==> config.mk <==
export PLATFORM = sky130hd
export DESIGN_NAME = flash_status_gen
export DESIGN_NICKNAME = d
export VERILOG_FILES = /design/src/rtl/flash_status_pkg.sv /design/src/rtl/fsg_read_end.sv /design/src/rtl/fsg_op_timer.sv /design/src/rtl/fsg_toggle.sv /design/src/rtl/flash_status_gen.sv
export SDC_FILE = /design/constraint.sdc
export NUM_CORES = 1
export LEC_CHECK = 0
export BUFFER_PORTS_ARGS = -buffer_cell sky130_fd_sc_hd__buf_2
export CELL_PAD_IN_SITES_DETAIL_PLACEMENT = 0
export CELL_PAD_IN_SITES_GLOBAL_PLACEMENT = 1
export CORE_ASPECT_RATIO = 0.9
export CORE_MARGIN = 4
export CORE_UTILIZATION = 43
export CTS_BUF_LIST = sky130_fd_sc_hd__clkbuf_16
export CTS_CLUSTER_DIAMETER = 80
export CTS_CLUSTER_SIZE = 8
export DETAILED_ROUTE_END_ITERATION = 7
export GPL_TIMING_DRIVEN = 0
export PLACE_DENSITY = 0.92
export SYNTH_ARGS = -nofsm -noshare
export SYNTH_HDL_FRONTEND = slang
export SYNTH_SLANG_ARGS = --single-unit
==> constraint.sdc <==
create_clock -name clk -period 4.3 [get_ports clk]
set_input_delay 0.86 -clock clk [delete_from_list [all_inputs] [get_ports clk]]
set_output_delay 0.86 -clock clk [all_outputs]
set_load 0.02 [all_outputs]
==> src/rtl/flash_status_pkg.sv <==
package flash_status_pkg;

  typedef enum logic [2:0] {
    ST_IDLE  = 3'd0,
    ST_PROG  = 3'd1,
    ST_ERASE = 3'd2,
    ST_SUSP  = 3'd3,
    ST_SPROG = 3'd4
  } op_state_t;

  // nanoseconds to cycles, rounded up
  function automatic longint ns_to_cycles(input longint ns, input longint mhz);
    return (ns * mhz + 64'sd999) / 64'sd1000;
  endfunction

  function automatic int max_int(input int a, input int b);
    return (a > b) ? a : b;
  endfunction

  // status word: toggle bit mirrored on lanes 6 and 14, rest zero
  function automatic logic [15:0] status_of(input logic tgl);
    logic [15:0] w;
    w     = '0;
    w[6]  = tgl;
    w[14] = tgl;
    return w;
  endfunction

endpackage

==> src/rtl/fsg_read_end.sv <==
module fsg_read_end (
  input  logic clk,
  input  logic rst_n,
  input  logic ce_n,
  input  logic oe_n,
  output logic read_end
);
  logic rd_now, rd_q;

  assign rd_now = ~ce_n & ~oe_n;

  always_ff @(posedge clk) begin
    if (!rst_n) rd_q <= 1'b0;
    else        rd_q <= rd_now;
  end

  assign read_end = rd_q & ~rd_now;
endmodule

==> src/rtl/fsg_op_timer.sv <==
module fsg_op_timer #(
  parameter int W = 16
) (
  input  logic         clk,
  input  logic         rst_n,
  input  logic         load,
  input  logic [W-1:0] load_val,
  input  logic         run,
  output logic [W-1:0] cnt,
  output logic         done
);
  always_ff @(posedge clk) begin
    if (!rst_n)                  cnt <= '0;
    else if (load)               cnt <= (load_val == '0) ? W'(1) : load_val;
    else if (run && cnt != '0)   cnt <= cnt - W'(1);
  end

  assign done = run && (cnt == W'(1));
endmodule

==> src/rtl/fsg_toggle.sv <==
module fsg_toggle (
  input  logic clk,
  input  logic rst_n,
  input  logic flip,
  output logic tgl
);
  always_ff @(posedge clk) begin
    if (!rst_n)    tgl <= 1'b0;
    else if (flip) tgl <= ~tgl;
  end
endmodule

==> src/rtl/flash_status_gen.sv <==
module flash_status_gen
  import flash_status_pkg::*;
#(
  parameter int CLK_MHZ       = 100,
  parameter int PROG_PROT_NS  = 1000,
  parameter int ERASE_PROT_NS = 100000,
  parameter int LEN_W         = 16
) (
  input  logic             clk,
  input  logic             rst_n,
  input  logic             cmd_accept,
  input  logic             cmd_is_erase,
  input  logic             cmd_protected,
  input  logic [LEN_W-1:0] cmd_len,
  input  logic             suspend_req,
  input  logic             resume_req,
  input  logic             ce_n,
  input  logic             oe_n,
  input  logic [15:0]      array_data,
  output logic             rdy_pull_low,
  output logic [15:0]      status_word
);
  localparam int PROG_CYC  = int'(ns_to_cycles(longint'(PROG_PROT_NS), longint'(CLK_MHZ)));
  localparam int ERASE_CYC = int'(ns_to_cycles(longint'(ERASE_PROT_NS), longint'(CLK_MHZ)));
  localparam int CNT_W     = max_int(LEN_W, $clog2(max_int(PROG_CYC, ERASE_CYC) + 1));

  op_state_t        st, st_nx;
  logic             read_end, busy, tgl;
  logic             cmd_take_idle, cmd_take_susp;
  logic             main_run, main_done, sus_run, sus_done;
  logic [CNT_W-1:0] main_cnt, sus_cnt, len_ext, main_val, sus_val;

  assign len_ext       = CNT_W'(cmd_len);
  assign cmd_take_idle = (st == ST_IDLE) && cmd_accept;
  assign cmd_take_susp = (st == ST_SUSP) && cmd_accept && !cmd_is_erase && !resume_req;
  assign main_run      = (st == ST_PROG) || (st == ST_ERASE);
  assign sus_run       = (st == ST_SPROG);
  assign busy          = main_run || sus_run;

  always_comb begin
    if (!cmd_protected)   main_val = len_ext;
    else if (cmd_is_erase) main_val = CNT_W'(ERASE_CYC);
    else                   main_val = CNT_W'(PROG_CYC);
    sus_val = cmd_protected ? CNT_W'(PROG_CYC) : len_ext;
  end

  fsg_read_end u_rd (
    .clk(clk), .rst_n(rst_n), .ce_n(ce_n), .oe_n(oe_n), .read_end(read_end)
  );

  fsg_op_timer #(.W(CNT_W)) u_main_tmr (
    .clk(clk), .rst_n(rst_n), .load(cmd_take_idle), .load_val(main_val),
    .run(main_run), .cnt(main_cnt), .done(main_done)
  );

  fsg_op_timer #(.W(CNT_W)) u_sus_tmr (
    .clk(clk), .rst_n(rst_n), .load(cmd_take_susp), .load_val(sus_val),
    .run(sus_run), .cnt(sus_cnt), .done(sus_done)
  );

  fsg_toggle u_tgl (
    .clk(clk), .rst_n(rst_n), .flip(busy && read_end), .tgl(tgl)
  );

  always_comb begin
    st_nx = st;
    unique case (st)
      ST_IDLE:  if (cmd_accept) st_nx = cmd_is_erase ? ST_ERASE : ST_PROG;
      ST_PROG:  if (main_done) st_nx = ST_IDLE;
      ST_ERASE: begin
        if (main_done)        st_nx = ST_IDLE;
        else if (suspend_req) st_nx = ST_SUSP;
      end
      ST_SUSP: begin
        if (resume_req)         st_nx = ST_ERASE;
        else if (cmd_take_susp) st_nx = ST_SPROG;
      end
      ST_SPROG: if (sus_done) st_nx = ST_SUSP;
      default:  st_nx = ST_IDLE;
    endcase
  end

  always_ff @(posedge clk) begin
    if (!rst_n) st <= ST_IDLE;
    else        st <= st_nx;
  end

  assign rdy_pull_low = busy;
  assign status_word  = (st == ST_IDLE) ? array_data : status_of(tgl);
endmodule

After elaboration in Yosys (flattened, before gate mapping). Cells that the tools add are included. W data, S select, Z words.

Register bits: 37. Input port bits: 41.

$add $sub $neg: 2. Eq/ne operators: 11. Multiplexer cells: 19. Bitwise logic cells: 6. Reduce and logical (&&, ||, !) cells: 21.

Operator list (number): $mux W16 (9); $eq A16 B1 Y1 const B (2); $logic_not A16 Y1 (2); $reduce_bool A16 Y1 (2); $sub A16 B1 Y16 const B (2); $mux W3 (7); $pmux W3 S5 (1); $mux W14 (1); $logic_and A1 B1 Y1 (9); $eq A3 B2 Y1 const B (2); $ne A3 B3 Y1 const B (2); $reduce_and A5 Y1 (1); $ne A2 B2 Y1 const B (2); $not A1 Y1 (4); $reduce_bool A2 Y1 (2); $eq A3 B1 Y1 const B (1); $eq A3 B3 Y1 const B (1); $logic_not A3 Y1 (1); $and A1 B1 Y1 (2); $logic_not A1 Y1 (2); $logic_or A1 B1 Y1 (2); $mux W2 (1); $ne A2 B1 Y1 const B (1).

Depth between registers and ports, before layout.
Depth in word-level cells: 7. Mapped depth: 8. Depth with buffers taken out: 7.

By module. From an unflattened synthesis, not the netlist that was laid out.

Cells, all modules: 367. Area total of the unflattened synthesis: 2871.5 um2.

Modules (own cells, without submodules): fsg_op_timer (u_main_tmr) (instances 1, cells each 143, area an instance 1131.1 um2); fsg_op_timer (u_sus_tmr) (instances 1, cells each 132, area an instance 1054.8 um2); flash_status_gen (instances 1, cells each 86, area an instance 610.6 um2); fsg_read_end (instances 1, cells each 3, area an instance 40.0 um2); fsg_toggle (instances 1, cells each 3, area an instance 35.0 um2).

Worst setup path before layout. No wires, ideal clock.

Path type: register -> output. Start: reg st[1]. End: out status_word[10]. Arrival: 1.309 ns. Data required time: 3.440 ns. Slack: 2.131 ns. Cell stages (with the launch flop): 5. Path buffers: 2. Cell sequence: dfxtp_1 > clkbuf_1 > nor3_2 > clkbuf_1 > and2_1.

Word-level cells in the longest chain between the ends: 2.

RTL lines: from (decl) (RTL line flash_status_gen.sv:27) `op_state_t st, st_nx;`; from (signal assigned) (RTL line flash_status_gen.sv:85) `else st <= st_nx;`; $logic_not A3 Y1 (RTL line flash_status_gen.sv:89) `assign status_word = (st == ST_IDLE) ? array_data : status_of(tgl);`; $mux W16 (RTL line flash_status_gen.sv:89); to (decl) (RTL line flash_status_gen.sv:21) `output logic [15:0] status_word`.

Every way passes these cells.

Worst setup path after layout. Ends and elaborated chain as after synthesis.

==> run metrics <==
setup bufs post-CTS 0; CTS Sinks 37; CP max FO 10; met2 WL ~3400 um; Logic pwr share slightly above 50%; vias in the first global route 2,705; clock buffer depth 2; die width between 90 and 100 um; Initial Util between 40 and 50%; GRT Total Usage ~22%; Leakage Power roughly 1.3 nW; post-route ant nets 0; Net Sw Power between 0.0007 and 0.0008 W; f_max approximately 0.35 GHz; Core Area approximately 0.0061 mm2; Post-Synthesis Cells ~330; sequential area share after synthesis between 20% and 30%; clock share of power a little over 20%; pre-CTS setup slack between 1.5 and 2 ns; CP bufs+invs 3; Crit path required time between 3 and 4 ns; cell repeated most along the worst path clkbuf_1; area leader, netlist dfxtp_1; setup TNS 0 ns; critical-path cell list clkbuf_1, nor3_2, clkbuf_1, and2_1, buf_2; Hold Crit Class flip-flop to flip-flop; CP endpoint kind primary output; Inserted Clock Buffers 5; Netlist Area Pre-Place 0.002696 mm2; number of diodes 0; Final #Nets 444; syn_area_per_cell slightly above 8 um2; via count approximately 2.9k; VDD IR max 378.5 uV; switch share approximately 45%; Slew @ Worst Pin between 0.7 and 0.8 ns; average via count per standard cell just under 6; Initial DRC Count 196; CTS root buf clkbuf_16; number of enable flip-flop cells after synthesis 0; FP Rows 27; IO buf count 56; reg-to-reg endpoint u_sus_tmr.cnt[3]$_SDFFE_PN0P_; CTS Hold Bufs 0; CP peak stage delay 0.43 ns; routed wire length a little over 8000 um; ys async rst share 0%; initial antenna violation count 0; startpoint types flip-flop; top_reg_cell synth dfxtp_1; PwrDens 535.4 mW/mm2; Routed met3 length between 700 and 800 um; met1 WL roughly 3800 um; DIE AREA about 0.0076 mm2; Top Layer Used met4; most instantiated cells after synthesis 37 x dfxtp_1, 23 x a21oi_1, 22 x nand2_1; Hold Path Cell Cnt 1; grt ovf 0; Synth cell types 61; Max Cap Violations 0; Final Max Tran Viols 0; drt drc 0; share of power burned in registers between 20 and 30%; Register-to-Register Path Depth 8; top cells by area, synth dfxtp_1 27%, and2_1 4.6%, xnor2_1 4.5%; Pint 0.0009517 W; Clock Latency Late Sink approximately 0.29 ns; num ports 58; post-cts gate resize count 0; final worst slack 1.455 ns; worst endpoint data arrival time 1.99 ns; Pre-antenna DRT Iters 5; final setup violation count 0; critical path class flip-flop to primary output; status finished clean; largest net degree at the start of global routing 11; period utilisation layout between 60% and 70%; TritonCTS clock tree built; CTS H-tree lvls 2; r2r startpoint u_sus_tmr.cnt[0]$_SDFFE_PN0P_; hold_sp u_main_tmr.cnt[15]$_SDFFE_PN0P_; RSZ-0062 raised after global routing false; Yosys reg bits 37; share of layout cells above drive strength 1 between 20% and 30%; final HPWL from detailed placement roughly 6400 um; die height ~83 um; global-route wire length before repair roughly 14,000 um; area share of the leading cell type in the synthesized netlist 27.47%; cell family with most CP delay buffers and inverters; RePlAce Congestion just over 0.9; Worst Hold Path EP u_main_tmr.cnt[15]$_SDFFE_PN0P_; Mapped Nets roughly 380; R2R setup slack around 2.2 ns; clock skew between 0.004 and 0.005 ns; synth warn 0; Area growth syn-to-layout 19.35%; clock-pin slew on the worst setup and hold paths 0.06 ns; Fin. Hold Viols 0; drt wl/cell ~17 um; min cycle time layout roughly 2.8 ns; relative slew slack 48.20%; most frequent cell after synthesis dfxtp_1; slowest stage cell, crit path nor3_2
-- cell families (layout without fill, tap and decap cells) --
family,count (synthesis),after routing,synth area share [%]
and+or+nand+nor,151,151,34.99
AOI/OAI and AO/OA,89,89,22.60
DFF,37,37,27.47
buffers and inverters,28,91,4.548
xor gates and xnor gates,20,20,6.497
adders and majority gates,6,6,2.784
muxes,3,3,1.114
-- worst max path at each step --
stage	startpoint	end	slack, ns	depth (start not counted)
global route	st[1]$_SDFFE_PN0P_	status_word[14]	1.18	6
floorplan	st[1]$_SDFFE_PN0P_	status_word[10]	2.13	4
detailed placement	st[1]$_SDFFE_PN0P_	status_word[10]	1.73	5
finish	st[1]$_SDFFE_PN0P_	status_word[10]	1.45	5
CTS	st[1]$_SDFFE_PN0P_	status_word[10]	1.43	5
global placement	cmd_is_erase	u_sus_tmr.cnt[3]$_SDFFE_PN0P_	1.78	7
-- through the flow --
step                      hold WS [ns]  util [%]  power (W)  cell area [um2]  std cells
after floorplan                 0.4616         -   0.001125             2696        334
after global placement          0.5134     50.46   0.001346             3085        477
after detailed placement        0.5188     50.46   0.001363             3085        477
after CTS                       0.5382     52.63   0.001715             3218        484
after global routing            0.5640     52.63   0.001839             3218        484
final                           0.5353     52.63   0.001723             3218        484
-- flip-flops by register name (all words and copies together) (netlist names) --
signal,cells
u_main_tmr.cnt,16
u_sus_tmr.cnt,16
st,3
u_rd.rd_q,1
u_tgl.tgl,1
-- cells in the final DEF, fill, tap and decap left out, types with 11 or more instances in the layout --
master	count
clkbuf_1	13
a21oi_1	23
dfxtp_1	37
nor2_1	14
and2_1	20
o21ai_0	14
nor3_1	15
nand3_1	11
xnor2_1	14
nand2_1	22
buf_2	61
-- per-layer routing --
metal / track usage (%) / up-vias
li1: - / 1368
met1: 31.38 / 1331
met2: 31.45 / 145
met3: 4.348 / 19
met4: 8.356 / 0
met5: 0 / -
-- final cells by class --
type / instances / area [um2]
Inverter: 8 / 30.03
Clock buffer: 5 / 125.1
Sequential cell: 37 / 740.7
Fill cell: 584 / 2897
Buffer: 20 / 92.59
Clock inverter: 2 / 7.507
Multi-Input combinational cell: 269 / 1833
Tap cell: 87 / 108.9
Timing Repair Buffer: 56 / 280.3
-- power by group through the flow --
stage	clock, W	combinational (W)	sequential, W
2_1_floorplan	0	0.000647	0.000478
3_3_place_gp	0	0.000850	0.000497
3_5_place_dp	0	0.000864	0.000499
4_1_cts	0.000355	0.000868	0.000492
5_1_grt	0.000366	0.000967	0.000506
6_report	0.000354	0.000874	0.000494
Note: power is estimated with default switching activity, not from simulation.
